File: src/rtl/dxu_pkg.sv
package dxu_pkg;
  localparam int unsigned REG_W         = 64;
  localparam int unsigned CTRL_EN_BIT   = 0;
  localparam int unsigned CTRL_BIG_BIT  = 2;
  localparam int unsigned CTRL_SZ_LSB   = 16;
  localparam int unsigned ENT_VALID_BIT = 63;
  localparam int unsigned ENT_BIG_BIT   = 61;
  localparam int unsigned ENT_WR_BIT    = 1;
  localparam int unsigned SMALL_SHIFT   = 13;
  localparam int unsigned BIG_SHIFT     = 16;
  localparam int unsigned IDX_BASE_W    = 10;
  localparam int unsigned ENTRY_SHIFT   = 3;
  localparam int unsigned MAX_BIG_SZ    = 5;

  typedef enum logic [1:0] {ST_IDLE, ST_FETCH, ST_WAIT, ST_RESP} xl_state_e;
endpackage

File: src/rtl/dxu_regs.sv
module dxu_regs
  import dxu_pkg::*;
#(
  parameter int unsigned AW = 5
) (
  input  logic             clk_i,
  input  logic             rst_ni,
  input  logic             we_i,
  input  logic             wide_i,
  input  logic [AW-1:0]    addr_i,
  input  logic [REG_W-1:0] wdata_i,
  output logic [REG_W-1:0] ctrl_o,
  output logic [REG_W-1:0] base_o,
  output logic [REG_W-1:0] rdata_o
);
  localparam int unsigned HW  = REG_W / 2;
  localparam int unsigned SW  = AW - 3;
  localparam int unsigned NREG = 2;

  logic [SW-1:0] sel;
  assign sel = addr_i[AW-1:3];

  for (genvar g = 0; g < NREG; g++) begin : g_reg
    logic [REG_W-1:0] q;
    logic hit;
    assign hit = we_i && (sel == SW'(g));
    always_ff @(posedge clk_i or negedge rst_ni) begin
      if (!rst_ni) q <= '0;
      else if (hit) begin
        if (wide_i)         q <= wdata_i;
        else if (addr_i[2]) q[HW-1:0] <= wdata_i[HW-1:0];
        else                q[REG_W-1:HW] <= wdata_i[HW-1:0];
      end
    end
  end

  assign ctrl_o = g_reg[0].q;
  assign base_o = g_reg[1].q;

  logic [REG_W-1:0] word;
  always_comb begin
    unique case (sel)
      SW'(0):  word = g_reg[0].q;
      SW'(1):  word = g_reg[1].q;
      default: word = '0; // flush and unmapped read as zero
    endcase
    if (wide_i)         rdata_o = word;
    else if (addr_i[2]) rdata_o = {{HW{1'b0}}, word[HW-1:0]};
    else                rdata_o = {{HW{1'b0}}, word[REG_W-1:HW]};
  end
endmodule

File: src/rtl/dxu_index.sv
module dxu_index
  import dxu_pkg::*;
#(
  parameter int unsigned VA_W = 32
) (
  input  logic [VA_W-1:0]  va_i,
  input  logic             big_i,
  input  logic [2:0]       sz_i,
  input  logic [REG_W-1:0] base_i,
  output logic [REG_W-1:0] fetch_o,
  output logic             bad_o
);
  logic [VA_W-1:0] pg, mask;
  always_comb begin
    pg      = big_i ? (va_i >> BIG_SHIFT) : (va_i >> SMALL_SHIFT);
    mask    = (VA_W'(1) << (IDX_BASE_W + 32'(sz_i))) - VA_W'(1);
    fetch_o = base_i + (REG_W'(pg & mask) << ENTRY_SHIFT);
    bad_o   = big_i && (32'(sz_i) > MAX_BIG_SZ);
  end
endmodule

File: src/rtl/dxu_decode.sv
module dxu_decode
  import dxu_pkg::*;
#(
  parameter int unsigned VA_W = 32,
  parameter int unsigned PA_W = 41
) (
  input  logic [REG_W-1:0] entry_i,
  input  logic [VA_W-1:0]  va_i,
  output logic [PA_W-1:0]  pa_o,
  output logic             wr_o,
  output logic             fault_o
);
  always_comb begin
    fault_o = !entry_i[ENT_VALID_BIT];
    wr_o    = !fault_o && entry_i[ENT_WR_BIT];
    if (fault_o)                   pa_o = '0;
    else if (entry_i[ENT_BIG_BIT]) pa_o = {entry_i[PA_W-1:BIG_SHIFT], va_i[BIG_SHIFT-1:0]};
    else                           pa_o = {entry_i[PA_W-1:SMALL_SHIFT], va_i[SMALL_SHIFT-1:0]};
  end
endmodule

File: src/rtl/dma_xlate.sv
module dma_xlate
  import dxu_pkg::*;
#(
  parameter int unsigned VA_W = 32,
  parameter int unsigned PA_W = 41,
  parameter int unsigned AW   = 5
) (
  input  logic             clk_i,
  input  logic             rst_ni,
  input  logic             reg_we_i,
  input  logic             reg_wide_i,
  input  logic [AW-1:0]    reg_addr_i,
  input  logic [REG_W-1:0] reg_wdata_i,
  output logic [REG_W-1:0] reg_rdata_o,
  input  logic             xl_valid_i,
  output logic             xl_ready_o,
  input  logic [VA_W-1:0]  xl_addr_i,
  output logic             done_o,
  output logic             fault_o,
  output logic             wr_ok_o,
  output logic [PA_W-1:0]  pa_o,
  output logic             mem_req_o,
  input  logic             mem_ready_i,
  output logic [REG_W-1:0] mem_addr_o,
  input  logic             mem_rvalid_i,
  input  logic [REG_W-1:0] mem_rdata_i
);
  logic [REG_W-1:0] ctrl_w, base_w, fetch_w;
  logic             bad_w, dec_wr, dec_fault;
  logic [PA_W-1:0]  dec_pa;

  dxu_regs #(.AW(AW)) u_regs (
    .clk_i, .rst_ni,
    .we_i(reg_we_i), .wide_i(reg_wide_i), .addr_i(reg_addr_i), .wdata_i(reg_wdata_i),
    .ctrl_o(ctrl_w), .base_o(base_w), .rdata_o(reg_rdata_o)
  );

  dxu_index #(.VA_W(VA_W)) u_index (
    .va_i(xl_addr_i), .big_i(ctrl_w[CTRL_BIG_BIT]), .sz_i(ctrl_w[CTRL_SZ_LSB+:3]),
    .base_i(base_w), .fetch_o(fetch_w), .bad_o(bad_w)
  );

  xl_state_e        state_q;
  logic [VA_W-1:0]  va_q;
  logic [REG_W-1:0] fetch_q;
  logic [PA_W-1:0]  pa_q;
  logic             wr_q, fault_q;

  dxu_decode #(.VA_W(VA_W), .PA_W(PA_W)) u_decode (
    .entry_i(mem_rdata_i), .va_i(va_q),
    .pa_o(dec_pa), .wr_o(dec_wr), .fault_o(dec_fault)
  );

  always_ff @(posedge clk_i or negedge rst_ni) begin
    if (!rst_ni) begin
      state_q <= ST_IDLE;
      va_q    <= '0;
      fetch_q <= '0;
      pa_q    <= '0;
      wr_q    <= 1'b0;
      fault_q <= 1'b0;
    end else begin
      unique case (state_q)
        ST_IDLE: if (xl_valid_i) begin
          va_q    <= xl_addr_i;
          fetch_q <= fetch_w;
          if (!ctrl_w[CTRL_EN_BIT]) begin
            pa_q    <= PA_W'(xl_addr_i);
            wr_q    <= 1'b1;
            fault_q <= 1'b0;
            state_q <= ST_RESP;
          end else if (bad_w) begin
            pa_q    <= '0;
            wr_q    <= 1'b0;
            fault_q <= 1'b1;
            state_q <= ST_RESP;
          end else begin
            state_q <= ST_FETCH;
          end
        end
        ST_FETCH: if (mem_ready_i) state_q <= ST_WAIT;
        ST_WAIT: if (mem_rvalid_i) begin
          pa_q    <= dec_pa;
          wr_q    <= dec_wr;
          fault_q <= dec_fault;
          state_q <= ST_RESP;
        end
        ST_RESP: state_q <= ST_IDLE;
        default: state_q <= ST_IDLE;
      endcase
    end
  end

  assign xl_ready_o = (state_q == ST_IDLE);
  assign mem_req_o  = (state_q == ST_FETCH);
  assign mem_addr_o = fetch_q;
  assign done_o     = (state_q == ST_RESP);
  assign pa_o       = pa_q;
  assign wr_ok_o    = wr_q;
  assign fault_o    = fault_q;
endmodule

File: config.mk
export PLATFORM = sky130hd
export DESIGN_NAME = dma_xlate
export DESIGN_NICKNAME = d
export VERILOG_FILES = /design/src/rtl/dxu_pkg.sv /design/src/rtl/dxu_regs.sv /design/src/rtl/dxu_index.sv /design/src/rtl/dxu_decode.sv /design/src/rtl/dma_xlate.sv
export SDC_FILE = /design/constraint.sdc
export NUM_CORES = 1
export LEC_CHECK = 0
export ABC_CLOCK_PERIOD_IN_PS = 4100
export BUFFER_PORTS_ARGS = -buffer_cell sky130_fd_sc_hd__buf_2
export CAP_MARGIN = 15
export CORE_AREA = 2 2 170 172
export CTS_CLUSTER_DIAMETER = 60
export DETAILED_ROUTE_END_ITERATION = 16
export DIE_AREA = 0 0 172 174
export PLACE_DENSITY = 0.8
export SLEW_MARGIN = 20
export SYNTH_ARGS = -nofsm -noshare
export SYNTH_HDL_FRONTEND = slang
export SYNTH_HIERARCHICAL = 1
export SYNTH_SLANG_ARGS = --single-unit
File: constraint.sdc
create_clock -name clk_i -period 4.1 [get_ports clk_i]
set_clock_uncertainty 0.15 [all_clocks]
set_input_delay 0 -clock clk_i [delete_from_list [all_inputs] [get_ports clk_i]]
set_output_delay 0 -clock clk_i [all_outputs]
set_load 0.01 [all_outputs]
Word-level counts from Yosys, hierarchy flattened. Cells that the tools add are included.

Register bits after elaboration: 253. Latch bits: 0. RAM bits: 0. Bits in read-only memories: 0. Output and inout port bits: 174. Logic and storage cells: 71. Memories kept: 0.

$add $sub $neg: 3. Multipliers: 0. Div/mod/pow operators: 0. Magnitude comparators: 1. Equal/unequal tests: 9. Shifts and indexed selects: 1. Muxes and demuxes: 30. Bitwise gates (word level): 1. Reductions and logical operators: 16.

Operator list (count): $mux W41 (5); $mux W64 (2); $pmux W64 S2 (1); $mux W32 (3); $pmux W41 S2 (1); $add A64 B64 Y64 (1); $and A32 B32 Y32 (1); $shl A1 B32 Y32 const A (1); $sub A32 B2 Y32 const B (1); $mux W19 (1); $mux W16 (1); $mux W2 (5); $reduce_and A2 Y1 (5); $mux W1 (8); $pmux W2 S4 (1); $ne A2 B2 Y1 const B (3); $add A4 B3 Y5 const A (1); $eq A2 B1 Y1 const B (2); $eq A2 B2 Y1 const B (2); $logic_and A1 B1 Y1 (4); $logic_not A2 Y1 (2); $pmux W1 S2 (2); $reduce_and A4 Y1 (1); $reduce_bool A2 Y1 (2); other kinds (5) (5).

Depth between registers and ports, before layout.
Word-level depth: 6. Depth in mapped cells: 15. Mapped depth without buffers: 13.

Hierarchy. The synthesis kept the hierarchy.

By module, submodules not included: dxu_regs (instances 1, cells an instance 499, area each 6475.0 µm², seq. area each 3203.1 µm²); dma_xlate (instances 1, cells an instance 365, area each 5805.6 µm², seq. area each 3528.4 µm²); dxu_index (instances 1, cells an instance 350, area each 2606.2 µm², seq. area each 0.0 µm²); dxu_decode (instances 1, cells an instance 50, area each 311.5 µm², seq. area each 0.0 µm²).

Worst setup path before layout. Ideal clock, no wire load.

Path kind: flip-flop to flip-flop. Start point: register u_regs.g_reg[0].q[2], in the netlist u_regs/ctrl_o[2]. End point: register fetch_q[43], in the netlist mem_addr_o[43]. Arrival: 3.330 ns. Slack: 0.495 ns. Cell stages (with the launch flop): 14. Path buffers: 3. Period minus slack after synthesis: 3.605 ns. Cells stage by stage: dfrtp_1 -> clkbuf_1 -> clkbuf_1 -> mux2i_1 -> nor2_1 -> ha_1 -> a21oi_1 -> o21ai_1 -> or3b_1 -> a31oi_4 -> buf_6 -> a21oi_1 -> xor2_1 -> mux2_2.

Longest elaborated chain between the ends: 3.

Ends and longest elaborated chain: from (decl) (line dxu_regs.sv:24) `logic [REG_W-1:0] q;`; from (signal assigned) (line dxu_regs.sv:30) `if (wide_i) q <= wdata_i;`; from (signal, indexed assignment) (line dxu_regs.sv:31) `else if (addr_i[2]) q[HW-1:0] <= wdata_i[HW-1:0];`; from (signal, indexed assignment) (line dxu_regs.sv:32) `else q[REG_W-1:HW] <= wdata_i[HW-1:0];`; $mux W19 (line dxu_index.sv:15) `pg = big_i ? (va_i >> BIG_SHIFT) : (va_i >> SMALL_SHIFT);`; $and A32 B32 Y32 (line dxu_index.sv:17) `fetch_o = base_i + (REG_W'(pg & mask) << ENTRY_SHIFT);`; $add A64 B64 Y64 (line dxu_index.sv:17); net fetch_w[43] (line dma_xlate.sv:28) `logic [REG_W-1:0] ctrl_w, base_w, fetch_w;`; to (signal assigned) (line dma_xlate.sv:66) `fetch_q <= fetch_w;`; to (decl) (line dma_xlate.sv:45) `logic [REG_W-1:0] fetch_q;`.

The timed path passes the listed nets, and every way through them passes these cells. A chain may end at the register's enable or synchronous reset.

Worst setup path in the final report.
Start point: register u_regs.g_reg[0].q[17], in the netlist u_regs/ctrl_o[17]. End point: register fetch_q[31], in the netlist mem_addr_o[31].

Longest elaborated chain between the ends: 5.

Ends and longest elaborated chain: $add A4 B3 Y5 (line dxu_index.sv:16) `mask = (VA_W'(1) << (IDX_BASE_W + 32'(sz_i))) - VA_W'(1);`; $shl A1 B32 Y32 (line dxu_index.sv:16); $sub A32 B2 Y32 (line dxu_index.sv:16); $and A32 B32 Y32 (line dxu_index.sv:17); $add A64 B64 Y64 (line dxu_index.sv:17); net fetch_w[31] (line dma_xlate.sv:28).

The timed path passes the listed nets, and every way through them passes these cells.

==> impl_metrics.env <==
export IMPL_cp_start_kind="flop"
export IMPL_finalSetupTns_ns=0
export IMPL_ys_warn_count=6
export IMPL_cts_made_buffers=31
export IMPL_crit_arrival_ns=4.12
export IMPL_grt_use_total=0.3110
export IMPL_synthToLayoutAreaGrowth_pct=29.65
export IMPL_internal_power_mw=7.638
export IMPL_clock_path_buffers=3
export IMPL_grt_pass1_wl_mm=72.34
export IMPL_cts_resized=0
export IMPL_clk_pin_slew_ns=0.06
export IMPL_place_congestion=0.9005
export IMPL_cts_root_buffer="clkbuf_16"
export IMPL_crit_chain="inv_1 -> ha_1 -> nand2_1 -> nor3_1 -> nor2_1 -> ha_1 -> nand3_1 -> a311oi_1 -> o21ai_2 -> buf_4 -> a211oi_1 -> xor2_1 -> mux2_2"
export IMPL_drc_errors=0
export IMPL_start_util=0.5177
export IMPL_r2r_slack_ns=0.29
export IMPL_drtIter0Drc=968
export IMPL_first_pass_iters=5
export IMPL_r2r_cells=13
export IMPL_fin_crit_ns=3.814
export IMPL_max_stage_delay_ns=0.44
export IMPL_rsz0062_at_grt="false"
export IMPL_worstPathRequired_ns=4.41
export IMPL_switching_power_mw=4.206
export IMPL_layout_nets=1851
export IMPL_clockPowerShare=0.256
export IMPL_power_density_nw_per_um2=625.0
export IMPL_dieWidth_um=172
export IMPL_synthesis_nets=1432
export IMPL_holdCritPathClass="primary input to async pin"
export IMPL_netlist_instances=1232
export IMPL_dp_hpwl_mm=30.70
export IMPL_avgRoutedWirePerCell_um=22.84
export IMPL_critPathSlowestCell="dfrtp_1"
export IMPL_cp_end_kind="flop"
export IMPL_via_count=12040
export IMPL_grt_max_degree=93
export IMPL_critPathMaxFanout=12
export IMPL_final_cell_mix="buf_2 (308), dfrtp_1 (253), mux2_2 (244), dlygate4sd3_1 (135), nor2_1 (71)"
export IMPL_violations="negative hold slack"
export IMPL_hold_slack_ns=-0.01674
export IMPL_die_y_um=174
export IMPL_netlist_area_um2=14620
export IMPL_mostFrequentLayoutCell="buf_2"
export IMPL_ant_nets=0
export IMPL_grt_overflow=0
export IMPL_grt_antenna_before_repair=4
export IMPL_final_hold_viol_count=6
export IMPL_leakagePower_nw=8.749
export IMPL_setup_viol_count_final=0
export IMPL_pwr_share_comb=0.401
export IMPL_p_seq_frac=0.343
export IMPL_switching_share=0.3551
export IMPL_io_pins=346
export IMPL_clk_latency_ns=0.57
export IMPL_period_share=0.9302
export IMPL_finalMaxSlewViolations=0
export IMPL_vdd_drop_max_mv=0.4696
export IMPL_crit_type="flop to flop"
export IMPL_status="complete, but fails checks"
export IMPL_viasPerCell=5.833
export IMPL_fmax_mhz=262.2
export IMPL_drive_gt1_frac=0.4177
export IMPL_crit_top_cell="ha_1"
export IMPL_grt_pass1_vias=12640
export IMPL_rows=62
export IMPL_cts_tree="done"
export IMPL_clock_sinks=253
export IMPL_routed_wl_mm=47.14
export IMPL_power_mw=11.84
export IMPL_avgSynthCellArea_um2=11.87
export IMPL_tightest_slew_ns=1.175
export IMPL_io_buffer_count=310
export IMPL_slew_headroom=0.2160
export IMPL_core_um2=28240
export IMPL_cts_max_level=1
export IMPL_maxCapViolations=0
export IMPL_die_area_um2=29930
layer usage:
metal | vias up | global-route usage | wire length [µm]
met5 | - | 0 | 0
met4 | 0 | 0.1404 | 2302
met3 | 151 | 0.07445 | 3758
met2 | 567 | 0.5117 | 22170
met1 | 5973 | 0.3874 | 18900
li1 | 5349 | - | -
per-stage QoR:
stage	setup WS, ns	instances	utilization	hold WS [ns]	instance area, µm²
floorplan	0.4949	1232	-	-0.4456	14620
global placement	0.3836	1865	0.5812	-0.06819	16410
detailed placement	0.3650	1865	0.5812	-0.06464	16410
CTS	0.2993	2059	0.6703	0.001126	18930
global route	0.03902	2064	0.6712	0.01869	18950
finish	0.2861	2064	0.6712	-0.01674	18950
flip-flops by register name, indices dropped and copies added (netlist names):
register       cells
fault_o            1
mem_addr_o        64
pa_o              41
state_q            2
u_regs/base_o     64
u_regs/ctrl_o     64
va_q              16
wr_ok_o            1
path summary, 6_finish.rpt:
| check | from | end |
|---|---|---|
| min in group clk_i | reg_addr_i[4] | u_regs/ctrl_o[43] |
| min reg2reg | u_regs/ctrl_o[27] | u_regs/ctrl_o[27] |
| max | u_regs/ctrl_o[17] | mem_addr_o[31] |
| min | rst_ni | pa_o[29] |
| max reg2reg | u_regs/ctrl_o[17] | mem_addr_o[31] |
| max in group asynchronous | rst_ni | u_regs/base_o[63] |
final cells by class:
cell class / count / area (µm²)
diodes: 4 / 10.01
fillers: 2063 / 9285
flip-flops and latches: 253 / 6331
clock inverters: 19 / 270.3
inverters: 21 / 78.83
multi-input cells: 872 / 7757
clock buffers: 39 / 865.8
well taps: 384 / 480.5
repair buffers: 472 / 3158
worst max-delay path, delay by kind of cell, from the launching register on:
kind | cells | cell delay [ns]
DFF | 1 | 0.44
and+or+nand+nor | 4 | 0.61
buffers and inverters | 2 | 0.37
muxes | 1 | 0.26
xor gates and xnor gates | 1 | 0.10
adders and majority gates | 2 | 0.78
AOI/OAI and AO/OA | 3 | 0.98
repair_timing:
item / CTS / global route
buffers inserted: 0 / 0
hold buffers: 136 / 0
endpoints found under the hold margin: 402 / 0
power by group through the flow:
stage | Combinational, mW | Sequential (mW) | Clock (mW)
floorplan | 2.85 | 4.11 | 0
global placement | 4.31 | 4.01 | 0
detailed placement | 4.42 | 4.06 | 0
CTS | 4.65 | 4.03 | 3.06
global route | 5.10 | 4.17 | 3.16
finish | 4.75 | 4.06 | 3.04
No activity file was read; power rests on OpenSTA's default activity.
